## src/rtl/slot_fault_pkg.sv

```systemverilog
package slot_fault_pkg;
   localparam int NUM_SLOTS  = 2;
   localparam int ADDR_W     = 3;
   localparam int NUM_CAUSE  = 5;
   localparam int CTRL_BASE  = 0;
   localparam int STAT_BASE  = 2;
   localparam int COMMON_ADR = 4;
   localparam int FILT_BASE  = 5;
   localparam int ST_UV      = 0;
   localparam int ST_FAST    = 1;
   localparam int ST_SLOW_TO = 2;
   localparam int ST_SLOW_HT = 3;
   localparam int ST_HOT     = 4;
   localparam int CS_GHOT    = 1;
   localparam int CS_SHOT    = 2;
   localparam int CS_MASK    = 3;
   localparam int CS_GPI     = 4;
   localparam int CT_MAINPG  = 6;
   localparam int CT_AUXPG   = 7;
endpackage

```

## src/rtl/slot_filter.sv

```systemverilog
module slot_filter #(
   parameter int CNT_W = 8
) (
   input  logic             clk,
   input  logic             rst_n,
   input  logic             trip,
   input  logic [CNT_W-1:0] limit,
   output logic             timeout
);
   logic [CNT_W-1:0] cnt_q;

   always_ff @(posedge clk or negedge rst_n) begin
      if (!rst_n)             cnt_q <= '0;
      else if (!trip)         cnt_q <= '0;
      else if (cnt_q < limit) cnt_q <= cnt_q + 1'b1;
   end

   assign timeout = trip && (cnt_q >= limit);


   filt_restart_chk: assert property (@(posedge clk) disable iff (!rst_n)
      !trip |=> !timeout || (limit == '0));
endmodule

```

## src/rtl/slot_status.sv

```systemverilog
module slot_status
   import slot_fault_pkg::*;
#(
   parameter int NUM_UV   = 5,
   parameter int MAIN_OUT = 4
) (
   input  logic                 clk,
   input  logic                 rst_n,
   input  logic                 en_any,
   input  logic [NUM_UV-1:0]    in_uv,
   input  logic                 fast_trip,
   input  logic                 slow_trip,
   input  logic                 slow_to,
   input  logic                 hot,
   input  logic [NUM_CAUSE-1:0] clr,
   input  logic [MAIN_OUT-1:0]  main_out_uv,
   input  logic                 aux_out_uv,
   input  logic                 stby_ok,
   output logic [NUM_CAUSE-1:0] stat_q,
   output logic                 main_pg,
   output logic                 aux_pg
);
   logic [NUM_CAUSE-1:0] cause;

   always_comb begin
      cause             = '0;
      cause[ST_UV]      = |in_uv;
      cause[ST_FAST]    = fast_trip;
      cause[ST_SLOW_TO] = slow_to;
      cause[ST_SLOW_HT] = slow_trip && hot;
      cause[ST_HOT]     = hot;
   end

   always_ff @(posedge clk or negedge rst_n) begin
      if (!rst_n) stat_q <= '0;
      else        stat_q <= (stat_q & ~clr) | (en_any ? cause : '0);
   end

   assign main_pg = ~|main_out_uv;
   assign aux_pg  = stby_ok && !aux_out_uv;


   sticky_hold_chk: assert property (@(posedge clk) disable iff (!rst_n)
      1'b1 |=> ((stat_q | $past(clr)) & $past(stat_q)) == $past(stat_q));


   enable_gate_chk: assert property (@(posedge clk) disable iff (!rst_n)
      !en_any |=> (stat_q & ~$past(stat_q)) == '0);
endmodule

```

## src/rtl/common_status.sv

```systemverilog
module common_status (
   input  logic       clk,
   input  logic       rst_n,
   input  logic       glob_hot,
   input  logic       slot_hot_en,
   input  logic       wr_sel,
   input  logic [1:0] clr,
   input  logic       mask_in,
   output logic       ghot_q,
   output logic       shot_q,
   output logic       mask_q
);
   always_ff @(posedge clk or negedge rst_n) begin
      if (!rst_n) begin
         ghot_q <= 1'b0;
         shot_q <= 1'b0;
         mask_q <= 1'b1;
      end else begin
         ghot_q <= (ghot_q & ~(wr_sel & clr[0])) | glob_hot;
         shot_q <= (shot_q & ~(wr_sel & clr[1])) | slot_hot_en;
         if (wr_sel) mask_q <= mask_in;
      end
   end


   ghot_latch_chk: assert property (@(posedge clk) disable iff (!rst_n)
      glob_hot |=> ghot_q);


   shot_prio_chk: assert property (@(posedge clk) disable iff (!rst_n)
      slot_hot_en |=> shot_q);
endmodule

```

## src/rtl/slot_fault_ctrl.sv

```systemverilog
module slot_fault_ctrl
   import slot_fault_pkg::*;
#(
   parameter int DATA_W     = 8,
   parameter int CNT_W      = 8,
   parameter int NUM_UV     = 5,
   parameter int MAIN_OUT   = 4,
   parameter int FILT_RESET = 16
) (
   input  logic                              clk,
   input  logic                              rst_n,
   input  logic                              wr_en,
   input  logic [ADDR_W-1:0]                 wr_addr,
   input  logic [DATA_W-1:0]                 wr_data,
   input  logic [ADDR_W-1:0]                 rd_addr,
   output logic [DATA_W-1:0]                 rd_data,
   input  logic [NUM_SLOTS-1:0][NUM_UV-1:0]  in_uv,
   input  logic [NUM_SLOTS-1:0]              fast_trip,
   input  logic [NUM_SLOTS-1:0]              slow_trip,
   input  logic [NUM_SLOTS-1:0]              slot_hot,
   input  logic                              glob_hot,
   input  logic [NUM_SLOTS-1:0][MAIN_OUT-1:0] main_out_uv,
   input  logic [NUM_SLOTS-1:0]              aux_out_uv,
   input  logic [NUM_SLOTS-1:0]              stby_ok,
   input  logic [1:0]                        gpi,
   output logic                              irq_n,
   output logic [NUM_SLOTS-1:0]              fault_n,
   output logic [NUM_SLOTS-1:0]              shdn
);
   localparam int EN_W = 2;

   initial begin
      assert (DATA_W >= 8) else $error("DATA_W must hold the 8-bit field layout");
      assert (CNT_W >= 1 && CNT_W <= DATA_W) else $error("CNT_W out of range");
      assert (FILT_RESET < (1 << CNT_W)) else $error("FILT_RESET exceeds counter");
   end

   logic [NUM_SLOTS-1:0][EN_W-1:0]      ctrl_en;
   logic [NUM_SLOTS-1:0][CNT_W-1:0]     filt_q;
   logic [NUM_SLOTS-1:0][NUM_CAUSE-1:0] stat;
   logic [NUM_SLOTS-1:0][DATA_W-1:0]    ctrl_rd;
   logic [NUM_SLOTS-1:0]                slot_hot_en;
   logic                                ghot_q, shot_q, mask_q;
   logic                                any_fault;
   logic                                wr_common;

   assign wr_common = wr_en && (wr_addr == ADDR_W'(COMMON_ADR));

   for (genvar s = 0; s < NUM_SLOTS; s++) begin : g_slot
      logic             en_any, slow_to, main_pg, aux_pg;
      logic             wr_ctrl, wr_stat, wr_filt;
      logic [NUM_CAUSE-1:0] clr;

      assign wr_ctrl = wr_en && (wr_addr == ADDR_W'(CTRL_BASE + s));
      assign wr_stat = wr_en && (wr_addr == ADDR_W'(STAT_BASE + s));
      assign wr_filt = wr_en && (wr_addr == ADDR_W'(FILT_BASE + s));
      assign clr     = wr_stat ? wr_data[NUM_CAUSE-1:0] : '0;
      assign en_any  = |ctrl_en[s];

      always_ff @(posedge clk or negedge rst_n) begin
         if (!rst_n) begin
            ctrl_en[s] <= '0;
            filt_q[s]  <= CNT_W'(FILT_RESET);
         end else begin
            if (wr_ctrl) ctrl_en[s] <= wr_data[EN_W-1:0];
            if (wr_filt) filt_q[s]  <= wr_data[CNT_W-1:0];
         end
      end

      slot_filter #(.CNT_W(CNT_W)) u_filter (
         .clk     (clk),
         .rst_n   (rst_n),
         .trip    (slow_trip[s]),
         .limit   (filt_q[s]),
         .timeout (slow_to)
      );

      slot_status #(.NUM_UV(NUM_UV), .MAIN_OUT(MAIN_OUT)) u_status (
         .clk         (clk),
         .rst_n       (rst_n),
         .en_any      (en_any),
         .in_uv       (in_uv[s]),
         .fast_trip   (fast_trip[s]),
         .slow_trip   (slow_trip[s]),
         .slow_to     (slow_to),
         .hot         (slot_hot[s]),
         .clr         (clr),
         .main_out_uv (main_out_uv[s]),
         .aux_out_uv  (aux_out_uv[s]),
         .stby_ok     (stby_ok[s]),
         .stat_q      (stat[s]),
         .main_pg     (main_pg),
         .aux_pg      (aux_pg)
      );

      always_comb begin
         ctrl_rd[s]             = '0;
         ctrl_rd[s][EN_W-1:0]   = ctrl_en[s];
         ctrl_rd[s][CT_MAINPG]  = main_pg;
         ctrl_rd[s][CT_AUXPG]   = aux_pg;
      end

      assign slot_hot_en[s] = slot_hot[s] && en_any;
      assign shdn[s]        = (|stat[s]) || ghot_q;
      assign fault_n[s]     = !stat[s][ST_HOT];


      shdn_hold_chk: assert property (@(posedge clk) disable iff (!rst_n)
         (shdn[s] && !wr_en) |=> shdn[s]);
   end

   common_status u_common (
      .clk         (clk),
      .rst_n       (rst_n),
      .glob_hot    (glob_hot),
      .slot_hot_en (|slot_hot_en),
      .wr_sel      (wr_common),
      .clr         (wr_data[CS_SHOT:CS_GHOT]),
      .mask_in     (wr_data[CS_MASK]),
      .ghot_q      (ghot_q),
      .shot_q      (shot_q),
      .mask_q      (mask_q)
   );

   assign any_fault = (|stat) || ghot_q || shot_q;
   assign irq_n     = !(!mask_q && any_fault);

   always_comb begin
      rd_data = '0;
      for (int s = 0; s < NUM_SLOTS; s++) begin
         if (rd_addr == ADDR_W'(CTRL_BASE + s)) rd_data = ctrl_rd[s];
         if (rd_addr == ADDR_W'(STAT_BASE + s)) rd_data = DATA_W'(stat[s]);
         if (rd_addr == ADDR_W'(FILT_BASE + s)) rd_data = DATA_W'(filt_q[s]);
      end
      if (rd_addr == ADDR_W'(COMMON_ADR)) begin
         rd_data[CS_GHOT]          = ghot_q;
         rd_data[CS_SHOT]          = shot_q;
         rd_data[CS_MASK]          = mask_q;
         rd_data[CS_GPI+1:CS_GPI]  = gpi;
      end
   end


   irq_hold_chk: assert property (@(posedge clk) disable iff (!rst_n)
      (!irq_n && !wr_en) |=> !irq_n);


   hot_fault_chk: assert property (@(posedge clk) disable iff (!rst_n)
      (slot_hot[0] && (|ctrl_en[0])) |=> !fault_n[0]);
endmodule

```

## config.mk

```make
export PLATFORM = sky130hd
export DESIGN_NAME = slot_fault_ctrl
export DESIGN_NICKNAME = d
export VERILOG_FILES = /design/src/rtl/slot_fault_pkg.sv /design/src/rtl/slot_filter.sv /design/src/rtl/slot_status.sv /design/src/rtl/common_status.sv /design/src/rtl/slot_fault_ctrl.sv
export SDC_FILE = /design/constraint.sdc
export NUM_CORES = 1
export LEC_CHECK = 0
export BUFFER_PORTS_ARGS = -buffer_cell sky130_fd_sc_hd__buf_2
export CAP_MARGIN = 20
export CORE_MARGIN = 2
export CORE_UTILIZATION = 57
export CTS_BUF_LIST = sky130_fd_sc_hd__clkbuf_8
export CTS_CLUSTER_SIZE = 10
export DETAILED_ROUTE_END_ITERATION = 8
export MAX_ROUTING_LAYER = met4
export PLACE_DENSITY = 0.87
export SYNTH_ARGS = -nofsm -noshare
export SYNTH_HDL_FRONTEND = slang
export SYNTH_SLANG_ARGS = --single-unit
```

## constraint.sdc

```tcl
create_clock -name clk -period 2.27 [get_ports clk]
set_clock_uncertainty 0.1 [all_clocks]
set_input_delay 0.227 -clock clk [delete_from_list [all_inputs] [get_ports clk]]
set_output_delay 0.227 -clock clk [all_outputs]
set_load 0.01 [all_outputs]
```

==> flow_summary.yaml <==
critical_path:
  start_kind: "flip-flop"
  worstPathArrival_ns: 1.76
  cp_max_fo: 4
  path_class: "flip-flop to output pin"
  cp.required_ns: 1.94
  cp-end-kind: "output pin"
die:
  die_h_um: 76.42
  ios: 61
  die-area_mm2: 0.005839
  rows: 26
  start_util_pct: 58.90
  core-area_mm2: 0.005075
  dieWidth_um: 76.42
layout:
  layout_commonest_cell: "buf_2"
  final_cell_mix: "60 x buf_2, 46 x dfrtp_1, 32 x nand2_1"
  finalInstanceArea_mm2: 0.003456
  diodes: 0
  fin_nets: 435
  drive_above_1_share_pct: 28.38
  synthToLayoutAreaGrowth_pct: 15.61
clock_tree:
  cts_tree: "done"
  clockBufferDepth: 2
  htreeDepth: 2
  clock_sinks: 49
  cts_root_buf: "clkbuf_8"
  cts.clk_slew.worst_paths_ns: 0.09
  clock_latency_ns: 0.31
  cts_buffers: 5
route:
  vias: 2602
  drtPass1Iterations: 5
  ant_nets: 0
  wl_per_cell_um: 16.25
  drt_wl_total_um: 7149
  drc: 0
  viasPerCell: 5.914
  drt_iter0_drc: 208
power_and_ir_drop:
  combPwrFrac_pct: 26.6
  seq_power_share_pct: 51.4
  power.internal_mw: 1.502
  switchingPower_mw: 0.7061
  swShare_pct: 31.97
  power_frac_clock_pct: 22.0
  leakage_nw: 1.568
  ir_worst_vdd_mv: 0.4374
  p_per_area_mw_per_mm2: 639.1
placement:
  place.gp.congestion: 0.9205
  port_buffers: 60
  dp_hpwl_um: 5409
  place_ws_ns: 0.2183
  placed_cell_area_mm2: 0.003353
global_routing:
  grt_overflow: 0
  antenna_found_initial: 0
  first_global_vias: 2679
  grt_usage_pct: 26.79
  grt_pass1_wl_um: 12120
  grt_max_degree: 24
sta:
  tightestPinTransition_ns: 0.5657
  drv_slew: 0
  setup_violations: 0
  fin_crit_sh_pct: 91.92
  tns_ns: 0
  fmax_mhz: 479.2
  hold_viol: 0
  rsz0062_at_grt: "no"
  finalWorstSetupSlack_ns: 0.1834
  slew_headroom_pct: 61.89
  fin_crit_ns: 2.087
logic_synthesis:
  syn_area_mm2: 0.002989
  synth_nets: 372
  syn_inst: 306
  synth.avg_cell_area_um2: 9.768
  synth-seq-cells: 49
  async_reset_ff_share_pct: 100.0
  synthFlopType: "dfrtp_1"
  synth_edf_count: 0
  synthDistinctLibCells: 48
  synth-seq-area-share_pct: 41.15
  yosys_warnings: 0
run_status:
  outcome: "complete, no violations"
worst_hold_path:
  min_path_type: "primary input to flip-flop"
run:
  maxCapViolCount: 0
-- worst paths after layout --
| check | from | end | slack (ns) | depth (start not counted) |
|---|---|---|---|---|
| hold / removal | in_uv[6] | g_slot[1].u_status.stat_q[0]$_DFF_PN0_ | 0.05 | 3 |
| setup reg to reg | filt_q[15]$_DFFE_PN0P_ | g_slot[1].u_filter.cnt_q[6]$_DFFE_PN0P_ | 0.21 | 7 |
| hold reg to reg | filt_q[6]$_DFFE_PN0P_ | filt_q[6]$_DFFE_PN0P_ | 0.41 | 1 |
| min in group asynchronous | rst_n | g_slot[1].u_status.stat_q[0]$_DFF_PN0_ | 0.32 | 2 |
| setup / recovery | g_slot[1].u_status.stat_q[4]$_DFF_PN0_ | shdn[1] | 0.18 | 3 |
| max in group asynchronous | rst_n | filt_q[4]$_DFFE_PN1P_ | 1.07 | 3 |
-- cell usage after synthesis (all sizes together) (5+ instances only) --
library cell  instances  area share (%)
nor2                  9             1.1
mux2                 24             9.0
nand4                 8             1.7
clkbuf                5            0.67
dfrtp                46              39
a21boi                8             2.0
inv                  21             2.6
or3                  11             2.3
o21ai                21             3.6
a21oi                21             4.0
nor2b                 6             1.3
nand2                32             4.0
or4                   6             1.5
ha                   18             7.5
-- power groups by stage --
stage	clock, mW	combinational (mW)	sequential, mW
2_1_floorplan	0	0.406	1.10
3_3_place_gp	0	0.545	1.14
3_5_place_dp	0	0.577	1.15
4_1_cts	0.501	0.587	1.13
5_1_grt	0.535	0.660	1.15
6_report	0.486	0.587	1.14
-- worst max-delay path, cell delays in order, from the launching register on --
cell,delay [ns]
dfrtp_1,0.47
or4_1,0.51
or3_1,0.33
buf_2,0.15
-- state kept, by name, indices dropped and copies added, names as in the netlist --
register,cells
ctrl_en,4
filt_q,16
g_slot.u_filter.cnt_q,16
g_slot.u_status.stat_q,10
u_common.ghot_q,1
u_common.mask_q,1
u_common.shot_q,1
-- stage by stage --
step / power (mW) / hold slack, ns / utilization [%] / instances
4_1_cts: 2.218 / 0.04649 / 68.10 / 440
3_3_place_gp: 1.688 / 0.1349 / 66.07 / 430
5_1_grt: 2.348 / 0.04142 / 68.10 / 440
6_report: 2.209 / 0.04767 / 68.10 / 440
3_5_place_dp: 1.724 / 0.1402 / 66.07 / 430
2_1_floorplan: 1.505 / -0.1686 / - / 306
-- routing by layer --
metal,vias to the layer above,part of all wire [%],global-route usage (%),wire (um)
li1,1266,-,-,-
met1,1206,44,32.56,3113
met2,114,47,43.27,3379
met3,16,6.9,4.028,494
met4,0,2.3,14.36,162
met5,-,0,-,0
-- cells by family after synthesis --
logic type | Yosys count | share of synthesized area (%)
and+or+nand+nor | 96 | 17.08
DFF | 49 | 41.15
muxes | 29 | 11.13
buffers and inverters | 30 | 4.186
adders and majority gates | 18 | 7.535
AOI/OAI and AO/OA | 84 | 18.92
-- final cells by class --
class                      count  area [um^2]
sequential                    49         1230
fill                         407         1619
clock inverter                 3        13.76
inverter                      21        78.83
clock buffer                   5        68.82
tap                           70        87.58
multi-input combinational    227         1634
timing repair buffer          65        342.8
-- what timing repair did --
| action | 4_1_cts | 5_1_grt |
|---|---|---|
| setup buffers | 0 | 0 |
| hold endpoints to repair | 22 | 0 |
| resized for setup | 0 | 0 |
| hold buffers | 2 | 0 |
Note: power is estimated with default switching activity, not from simulation.
